===== src/rtl/cfg_pkg.sv =====
package cfg_pkg;
  localparam int ADDR_W = 13;
  localparam int BYTE_W = 8;

  localparam logic [ADDR_W-1:0] A_PORT   = 13'h000;
  localparam logic [ADDR_W-1:0] A_ID     = 13'h001;
  localparam logic [ADDR_W-1:0] A_GRADE  = 13'h002;
  localparam logic [ADDR_W-1:0] A_CHSEL  = 13'h005;
  localparam logic [ADDR_W-1:0] A_PWR    = 13'h008;
  localparam logic [ADDR_W-1:0] A_CLKCTL = 13'h009;
  localparam logic [ADDR_W-1:0] A_DIV    = 13'h00B;
  localparam logic [ADDR_W-1:0] A_TEST   = 13'h00D;
  localparam logic [ADDR_W-1:0] A_COMMIT = 13'h0FF;

  // per-channel control fields
  typedef struct packed {
    logic [1:0] pwr;
    logic       pn23_rst;
    logic       pn9_rst;
    logic [2:0] tmode;
  } chan_cfg_t;

  // chip-wide control fields
  typedef struct packed {
    logic       pin_stby;
    logic       dcs;
    logic [2:0] div;
  } glob_cfg_t;

  localparam chan_cfg_t CHAN_DEF = '0;
  localparam glob_cfg_t GLOB_DEF = '{pin_stby: 1'b0, dcs: 1'b1, div: 3'd0};

  function automatic logic [7:0] rev8(input logic [7:0] v);
    logic [7:0] r;
    for (int i = 0; i < 8; i++) r[i] = v[7-i];
    return r;
  endfunction

  function automatic logic [15:0] rev16(input logic [15:0] v);
    logic [15:0] r;
    for (int i = 0; i < 16; i++) r[i] = v[15-i];
    return r;
  endfunction
endpackage


===== src/rtl/cfg_spi_slave.sv =====
module cfg_spi_slave
  import cfg_pkg::*;
#(
  parameter int SYNC_STAGES = 2
) (
  input  logic              clk,
  input  logic              rst,
  input  logic              sclk,
  input  logic              cs_n,
  input  logic              sdi,
  input  logic              lsb_first,
  input  logic [BYTE_W-1:0] rd_data,
  output logic [ADDR_W-1:0] addr,
  output logic              wr_stb,
  output logic [BYTE_W-1:0] wr_data,
  output logic              sdo
);
  localparam int INSTR_W = 16;
  localparam int FRAME_W = INSTR_W + BYTE_W;
  localparam int CNT_W   = $clog2(FRAME_W + 1);
  localparam logic [CNT_W-1:0] CNT_INSTR = CNT_W'(INSTR_W);
  localparam logic [CNT_W-1:0] CNT_FRAME = CNT_W'(FRAME_W);

  logic [SYNC_STAGES-1:0] sclk_s, cs_s, sdi_s;
  logic                   sclk_d;
  logic                   sclk_now, cs_now, sdi_now;
  logic                   rise, fall;
  logic [INSTR_W-1:0]     sh, sh_next, instr;
  logic [BYTE_W-1:0]      dbyte;
  logic [CNT_W-1:0]       cnt;
  logic                   is_read, load_tx;
  logic [BYTE_W-1:0]      tx;

  assign sclk_now = sclk_s[SYNC_STAGES-1];
  assign cs_now   = cs_s[SYNC_STAGES-1];
  assign sdi_now  = sdi_s[SYNC_STAGES-1];
  assign rise     = sclk_now & ~sclk_d & ~cs_now;
  assign fall     = ~sclk_now & sclk_d & ~cs_now;

  always_comb begin
    sh_next = {sh[INSTR_W-2:0], sdi_now};
    instr   = lsb_first ? rev16(sh_next) : sh_next;
    dbyte   = lsb_first ? rev8(sh_next[BYTE_W-1:0]) : sh_next[BYTE_W-1:0];
  end

  always_ff @(posedge clk) begin
    if (rst) begin
      sclk_s  <= '0;
      cs_s    <= '1;
      sdi_s   <= '0;
      sclk_d  <= 1'b0;
      sh      <= '0;
      cnt     <= '0;
      is_read <= 1'b0;
      load_tx <= 1'b0;
      tx      <= '0;
      addr    <= '0;
      wr_stb  <= 1'b0;
      wr_data <= '0;
    end else begin
      sclk_s  <= {sclk_s[SYNC_STAGES-2:0], sclk};
      cs_s    <= {cs_s[SYNC_STAGES-2:0], cs_n};
      sdi_s   <= {sdi_s[SYNC_STAGES-2:0], sdi};
      sclk_d  <= sclk_now;
      wr_stb  <= 1'b0;
      load_tx <= 1'b0;
      if (cs_now) begin
        cnt <= '0;
        tx  <= '0;
      end else begin
        if (rise && cnt < CNT_FRAME) begin
          sh  <= sh_next;
          cnt <= cnt + 1'b1;
          if (cnt == CNT_INSTR - 1'b1) begin
            is_read <= instr[INSTR_W-1];
            addr    <= instr[ADDR_W-1:0];
            load_tx <= instr[INSTR_W-1];
          end
          if (cnt == CNT_FRAME - 1'b1) begin
            wr_data <= dbyte;
            wr_stb  <= ~is_read;
          end
        end
        if (load_tx)
          tx <= lsb_first ? rev8(rd_data) : rd_data;
        else if (fall && cnt > CNT_INSTR && cnt < CNT_FRAME)
          tx <= {tx[BYTE_W-2:0], 1'b0};
      end
    end
  end

  assign sdo = tx[BYTE_W-1];

  // a write strobe only follows a complete frame of a write instruction
  assert_wr_full_frame_R2: assert property (@(posedge clk) disable iff (rst)
    wr_stb |-> (cnt == CNT_FRAME && !is_read));
  // read data is only loaded for read instructions
  assert_tx_load_read_R2: assert property (@(posedge clk) disable iff (rst)
    load_tx |-> is_read);
endmodule


===== src/rtl/cfg_glob_regs.sv =====
module cfg_glob_regs
  import cfg_pkg::*;
#(
  parameter int NUM_CH = 2
) (
  input  logic              clk,
  input  logic              rst,
  input  logic              wr_stb,
  input  logic [ADDR_W-1:0] addr,
  input  logic [BYTE_W-1:0] wr_data,
  output logic              lsb_first,
  output logic [NUM_CH-1:0] chan_sel,
  output logic              srst,
  output logic              commit,
  output glob_cfg_t         glob_m,
  output glob_cfg_t         glob_s
);
  assign srst   = wr_stb && addr == A_PORT && (wr_data[5] || wr_data[2]);
  assign commit = wr_stb && addr == A_COMMIT && wr_data[0];

  always_ff @(posedge clk) begin
    if (rst || srst) begin
      lsb_first <= 1'b0;
      chan_sel  <= '1;
      glob_m    <= GLOB_DEF;
      glob_s    <= GLOB_DEF;
    end else begin
      if (wr_stb) begin
        case (addr)
          A_PORT:   lsb_first       <= wr_data[6] | wr_data[1];
          A_CHSEL:  chan_sel        <= wr_data[NUM_CH-1:0];
          A_PWR:    glob_m.pin_stby <= wr_data[5];
          A_CLKCTL: glob_m.dcs      <= wr_data[0];
          A_DIV:    glob_m.div      <= wr_data[2:0];
          default: ;
        endcase
      end
      if (commit) glob_s <= glob_m;
    end
  end

  // the active global copy moves only on commit or soft reset
  assert_glob_hold_R4: assert property (@(posedge clk) disable iff (rst)
    (!commit && !srst) |=> $stable(glob_s));
  // commit copies master into slave
  assert_glob_copy_R5: assert property (@(posedge clk) disable iff (rst)
    commit |=> glob_s == $past(glob_m));
  // soft reset restores defaults
  assert_srst_default_R12: assert property (@(posedge clk) disable iff (rst)
    srst |=> (glob_m == GLOB_DEF && glob_s == GLOB_DEF && chan_sel == '1 && !lsb_first));
endmodule


===== src/rtl/cfg_chan_bank.sv =====
module cfg_chan_bank
  import cfg_pkg::*;
(
  input  logic              clk,
  input  logic              rst,
  input  logic              srst,
  input  logic              commit,
  input  logic              wr_en,
  input  logic [ADDR_W-1:0] addr,
  input  logic [BYTE_W-1:0] wr_data,
  output chan_cfg_t         master,
  output chan_cfg_t         slave
);
  always_ff @(posedge clk) begin
    if (rst || srst) begin
      master <= CHAN_DEF;
      slave  <= CHAN_DEF;
    end else begin
      if (wr_en) begin
        case (addr)
          A_PWR:  master.pwr <= wr_data[1:0];
          A_TEST: begin
            master.tmode    <= wr_data[2:0];
            master.pn9_rst  <= wr_data[4];
            master.pn23_rst <= wr_data[5];
          end
          default: ;
        endcase
      end
      if (commit) slave <= master;
    end
  end

  // an unselected channel keeps its master copy
  assert_chan_unselected_hold_R6: assert property (@(posedge clk) disable iff (rst)
    (!wr_en && !srst) |=> $stable(master));
  // commit copies this channel's master into its slave
  assert_chan_copy_R5: assert property (@(posedge clk) disable iff (rst)
    (commit && !srst) |=> slave == $past(master));
endmodule


===== src/rtl/cfg_regfile.sv =====
module cfg_regfile
  import cfg_pkg::*;
#(
  parameter int          NUM_CH      = 2,
  parameter logic [7:0]  CHIP_ID     = 8'h12,
  parameter logic [1:0]  SPEED_CODE  = 2'b10,
  parameter int          SYNC_STAGES = 2
) (
  input  logic                clk,
  input  logic                rst,
  input  logic                sclk,
  input  logic                cs_n,
  input  logic                sdi,
  output logic                sdo,
  output logic                lsb_first,
  output logic [NUM_CH-1:0]   pd_full,
  output logic [NUM_CH-1:0]   pd_stby,
  output logic                pin_stby,
  output logic [2:0]          clk_div,
  output logic                dcs_en,
  output logic [3*NUM_CH-1:0] test_mode,
  output logic [NUM_CH-1:0]   pn9_rst,
  output logic [NUM_CH-1:0]   pn23_rst
);
  localparam int CH_W = (NUM_CH > 1) ? $clog2(NUM_CH) : 1;

  logic [ADDR_W-1:0] addr;
  logic              wr_stb;
  logic [BYTE_W-1:0] wr_data, rd_data;
  logic [NUM_CH-1:0] chan_sel;
  logic              srst, commit;
  glob_cfg_t         glob_m, glob_s;
  chan_cfg_t         ch_m [NUM_CH];
  chan_cfg_t         ch_s [NUM_CH];
  logic [CH_W-1:0]   rd_ch;
  chan_cfg_t         rd_loc;

  cfg_spi_slave #(.SYNC_STAGES(SYNC_STAGES)) u_spi (
    .clk(clk), .rst(rst), .sclk(sclk), .cs_n(cs_n), .sdi(sdi),
    .lsb_first(lsb_first), .rd_data(rd_data), .addr(addr),
    .wr_stb(wr_stb), .wr_data(wr_data), .sdo(sdo)
  );

  cfg_glob_regs #(.NUM_CH(NUM_CH)) u_glob (
    .clk(clk), .rst(rst), .wr_stb(wr_stb), .addr(addr), .wr_data(wr_data),
    .lsb_first(lsb_first), .chan_sel(chan_sel), .srst(srst), .commit(commit),
    .glob_m(glob_m), .glob_s(glob_s)
  );

  for (genvar c = 0; c < NUM_CH; c++) begin : g_chan
    cfg_chan_bank u_bank (
      .clk(clk), .rst(rst), .srst(srst), .commit(commit),
      .wr_en(wr_stb && chan_sel[c]), .addr(addr), .wr_data(wr_data),
      .master(ch_m[c]), .slave(ch_s[c])
    );
  end

  // local readback source: lowest selected channel, else the last one
  always_comb begin
    rd_ch = CH_W'(NUM_CH - 1);
    for (int c = NUM_CH - 1; c >= 0; c--)
      if (chan_sel[c]) rd_ch = CH_W'(c);
    rd_loc = ch_m[rd_ch];
  end

  always_comb begin
    case (addr)
      A_PORT:   rd_data = {1'b0, lsb_first, 1'b0, 1'b1, 1'b1, 1'b0, lsb_first, 1'b0};
      A_ID:     rd_data = CHIP_ID;
      A_GRADE:  rd_data = {2'b00, SPEED_CODE, 4'b0000};
      A_CHSEL:  rd_data = BYTE_W'(chan_sel);
      A_PWR:    rd_data = {2'b00, glob_m.pin_stby, 3'b000, rd_loc.pwr};
      A_CLKCTL: rd_data = {7'b0, glob_m.dcs};
      A_DIV:    rd_data = {5'b0, glob_m.div};
      A_TEST:   rd_data = {2'b00, rd_loc.pn23_rst, rd_loc.pn9_rst, 1'b0, rd_loc.tmode};
      default:  rd_data = '0;
    endcase
  end

  // registered outputs from the active copies
  always_ff @(posedge clk) begin
    if (rst) begin
      pd_full   <= '0;
      pd_stby   <= '0;
      pin_stby  <= GLOB_DEF.pin_stby;
      clk_div   <= GLOB_DEF.div;
      dcs_en    <= GLOB_DEF.dcs;
      test_mode <= '0;
      pn9_rst   <= '0;
      pn23_rst  <= '0;
    end else begin
      for (int c = 0; c < NUM_CH; c++) begin
        pd_full[c]        <= ch_s[c].pwr == 2'b01;
        pd_stby[c]        <= ch_s[c].pwr == 2'b10;
        test_mode[3*c+:3] <= ch_s[c].tmode;
        pn9_rst[c]        <= ch_s[c].pn9_rst;
        pn23_rst[c]       <= ch_s[c].pn23_rst;
      end
      pin_stby <= glob_s.pin_stby;
      clk_div  <= glob_s.div;
      dcs_en   <= glob_s.dcs | (|glob_s.div);
    end
  end

  // a non-unity divide always has the stabilizer on
  assert_dcs_forced_R9: assert property (@(posedge clk) disable iff (rst)
    (clk_div != 3'd0) |-> dcs_en);
  // a channel is never in full power-down and standby at once
  assert_pwr_exclusive_R8: assert property (@(posedge clk) disable iff (rst)
    (pd_full & pd_stby) == '0);
endmodule


===== config.mk =====
export PLATFORM = sky130hd
export DESIGN_NAME = cfg_regfile
export DESIGN_NICKNAME = d
export VERILOG_FILES = /design/src/rtl/cfg_pkg.sv /design/src/rtl/cfg_spi_slave.sv /design/src/rtl/cfg_glob_regs.sv /design/src/rtl/cfg_chan_bank.sv /design/src/rtl/cfg_regfile.sv
export SDC_FILE = /design/constraint.sdc
export NUM_CORES = 1
export LEC_CHECK = 0
export ABC_AREA = 1
export BUFFER_PORTS_ARGS = -buffer_cell sky130_fd_sc_hd__buf_2
export CAP_MARGIN = 20
export CORE_MARGIN = 2
export CORE_UTILIZATION = 60
export CTS_BUF_LIST = sky130_fd_sc_hd__clkbuf_4 sky130_fd_sc_hd__clkbuf_8
export CTS_CLUSTER_DIAMETER = 50
export DETAILED_ROUTE_END_ITERATION = 10
export GPL_ROUTABILITY_DRIVEN = 0
export HOLD_SLACK_MARGIN = 0.02
export PLACE_DENSITY_LB_ADDON = 0.15
export SETUP_SLACK_MARGIN = 0.5
export SYNTH_ARGS = -nofsm -noshare
export SYNTH_HDL_FRONTEND = slang
export SYNTH_SLANG_ARGS = --single-unit

===== constraint.sdc =====
create_clock -name clk -period 2.9 [get_ports clk]
set_input_delay 0.145 -clock clk [delete_from_list [all_inputs] [get_ports clk]]
set_output_delay 0.145 -clock clk [all_outputs]
set_load 0.05 [all_outputs]

==> metrics.yaml <==
clk_path_buf_depth: 2
syn-num-nets: 648
clock.fmax_ghz: 0.465
num-fill-cells: 653
numPortBuffers: 25
async_flop_share: 0
synth_edf_count: 0
clock_sinks: 117
core_mm2: 0.00769
cts_tree: "built"
drc: 0
antenna_cells: 0
via_per_inst: 5.35
fin_skew_ns: 0.00943
multiInputGateArea_mm2: 0.00197
antenna_found_initial: 0
yosysMostFrequentCell: "nand2_1"
wl_um: 10400
drtAntennaViolNets: 0
power.leakage_uw: 0.00212
tns_ns: 0
syn_avg_cell_area_um2: 7.38
synth_cell_type_count: 31
cts_made_buffers: 17
min_path_type: "primary input to flip-flop"
synthTopCellsByCount: "nand2_1 (150), dfxtp_1 (117), inv_1 (73), a21oi_1 (72), o21ai_0 (66)"
netlist.top_cell.by_area: "dfxtp_1"
htreeDepth: 4
cts_resized: 0
synthTopCellsByArea: "dfxtp_1 (50%), nand2_1 (12%), a21oi_1 (7.6%)"
nNetsFinal: 674
critPathKind: "flip-flop to flip-flop"
die_h_um: 92.7
power.density_mw_per_mm2: 623
synth_flop_cell: "dfxtp_1"
period_share: 0.741
total_power_uw: 3350
ios: 26
grt_util_all_layers: 0.265
yosys_warnings: 0
relSlewSlack: 0.491
rsz0062_at_grt: "false"
final.min_clock_period_ns: 2.15
grt_overflow: 0
route.detailed.wl_per_inst_um: 13.3
drive_above_1_share: 0.110
syn-cell-area_mm2: 0.00472
tightest_slew_ns: 0.761
hold_viol: 0
finalSetupViolCount: 0
clk_pin_slew_worst_paths_ns: 0.08
critical_path_required_ns: 3.25
synth_cells: 640
synth_seq_area_share: 0.496
seqCellArea_mm2: 0.00234
wl_met1_um: 4630
root_buffer: "clkbuf_8"
drv_slew: 0
dr.pass1.iters: 5
status: "finished clean"
dpl.hpwl_um: 6970
cp_max_fo: 38
route.vias.total: 4178
clk_latency_ns: 0.43
crit_arrival_ns: 2.50
routed.top_layer: "met4"
syn2layout_area_growth_pct: 13.8
synth_top_area_share: 0.496
start_util: 0.614
drtIter0Drc: 237
end_kind: "flip-flop"
grt_max_degree: 39
wl_met3_um: 470
holdWs_ns: 0.245
fp.dieW_um: 92.7
dieArea_mm2: 0.00860
ys_ff_latch: 117
cap_violations: 0
worst-r2r-setup-slack_ns: 0.75
vdd_ir_drop_max_mv: 0.424
wl_met2_um: 5040
grt_pass1_wl_um: 18100
worst_setup_path_start_kind: "flip-flop"
grt_pass1_vias: 3993
rows: 32
worst max-delay path, cell delays in order (launching register included):
cell	delay [ns]
dfxtp_1	0.31
nor2_1	0.13
nand2_1	0.08
nor2_2	0.42
nand2_1	0.19
nor2_1	0.17
o21ai_1	0.08
nand2_1	0.06
buf_4	0.38
inv_2	0.10
o211ai_1	0.12
metrics by stage:
stage / instances / utilization / setup WS [ns] / instance area, µm²
floorplan: 640 / - / 1.33 / 4720
global placement: 746 / 0.637 / 0.930 / 4900
global route: 781 / 0.699 / 0.528 / 5380
detailed placement: 746 / 0.637 / 0.832 / 4900
CTS: 781 / 0.699 / 0.808 / 5380
finish: 781 / 0.699 / 0.750 / 5380
state kept, by name, indices dropped and copies added (netlist names), 2 cells and up:
register / flops
u_spi.sh: 15
g_chan.u_bank.master: 14
g_chan.u_bank.slave: 14
u_spi.addr: 13
u_spi.tx: 8
test_mode: 6
u_spi.wr_data: 6
u_glob.glob_m: 5
u_glob.glob_s: 5
u_spi.cnt: 5
clk_div: 3
pd_full: 2
pd_stby: 2
pn23_rst: 2
pn9_rst: 2
u_glob.chan_sel: 2
u_spi.cs_s: 2
u_spi.sclk_s: 2
u_spi.sdi_s: 2
path summary, 6_finish.rpt:
kind	startpoint	end	cells past startpoint
setup / recovery	u_spi.addr[10]	u_glob.glob_m[3]	10
hold / removal	rst	u_spi.sclk_d	3
setup reg to reg	u_spi.addr[10]	u_glob.glob_m[3]	10
hold reg to reg	u_spi.sclk_s[0]	u_spi.sclk_s[1]	2
placed cells by master (no fill, tap or decap), drive strengths merged:
cell type,n
dfxtp,117
and3,1
mux2i,3
clkinv,5
nand3,20
o211ai,2
or2,2
o21ai,67
nor3,10
buf,31
a21oi,73
a211oi,4
nand4,15
clkbuf,17
ha,3
dlygate4sd3,3
a31oi,6
bufinv,4
nor2,62
nand2,151
inv,82
nor4,1
logic make-up (layout without fill, tap and decap cells):
logic type	count (synthesis)	after routing	share of synthesized area
adders and majority gates	3	3	0.00795
muxes	3	3	0.00636
buffers and inverters	103	142	0.0869
and+or+nand+nor	262	262	0.236
AOI/OAI and AO/OA	152	152	0.167
DFF	117	117	0.496
routing by layer:
metal	GRT usage	vias to the layer above
li1	-	2137
met1	0.314	1886
met2	0.446	125
met3	0.0740	30
met4	0.121	0
met5	0	-
cell type report:
cell class                      count  share of cell area
Tap cell                          102              0.0237
Inverter                           76              0.0531
Sequential cell                   117               0.436
Multi-Input combinational cell    420               0.367
Clock buffer                       17              0.0435
Timing Repair Buffer               34              0.0372
Clock inverter                     15              0.0403
report_power, final:
| part | internal, µW | leakage (µW) | switching, µW |
|---|---|---|---|
| Sequential | 1610 | 0.000944 | 3.54 |
| Combinational | 13.8 | 0.000951 | 35.0 |
| Clock | 962 | 0.000227 | 724 |
| Total | 2590 | 0.00212 | 763 |
timing repair:
item,4_1_cts,5_1_grt
setup buffers,0,0
hold buffers,3,0
endpoints found under the hold margin,3,0
No activity file was read; power rests on OpenSTA's default activity.
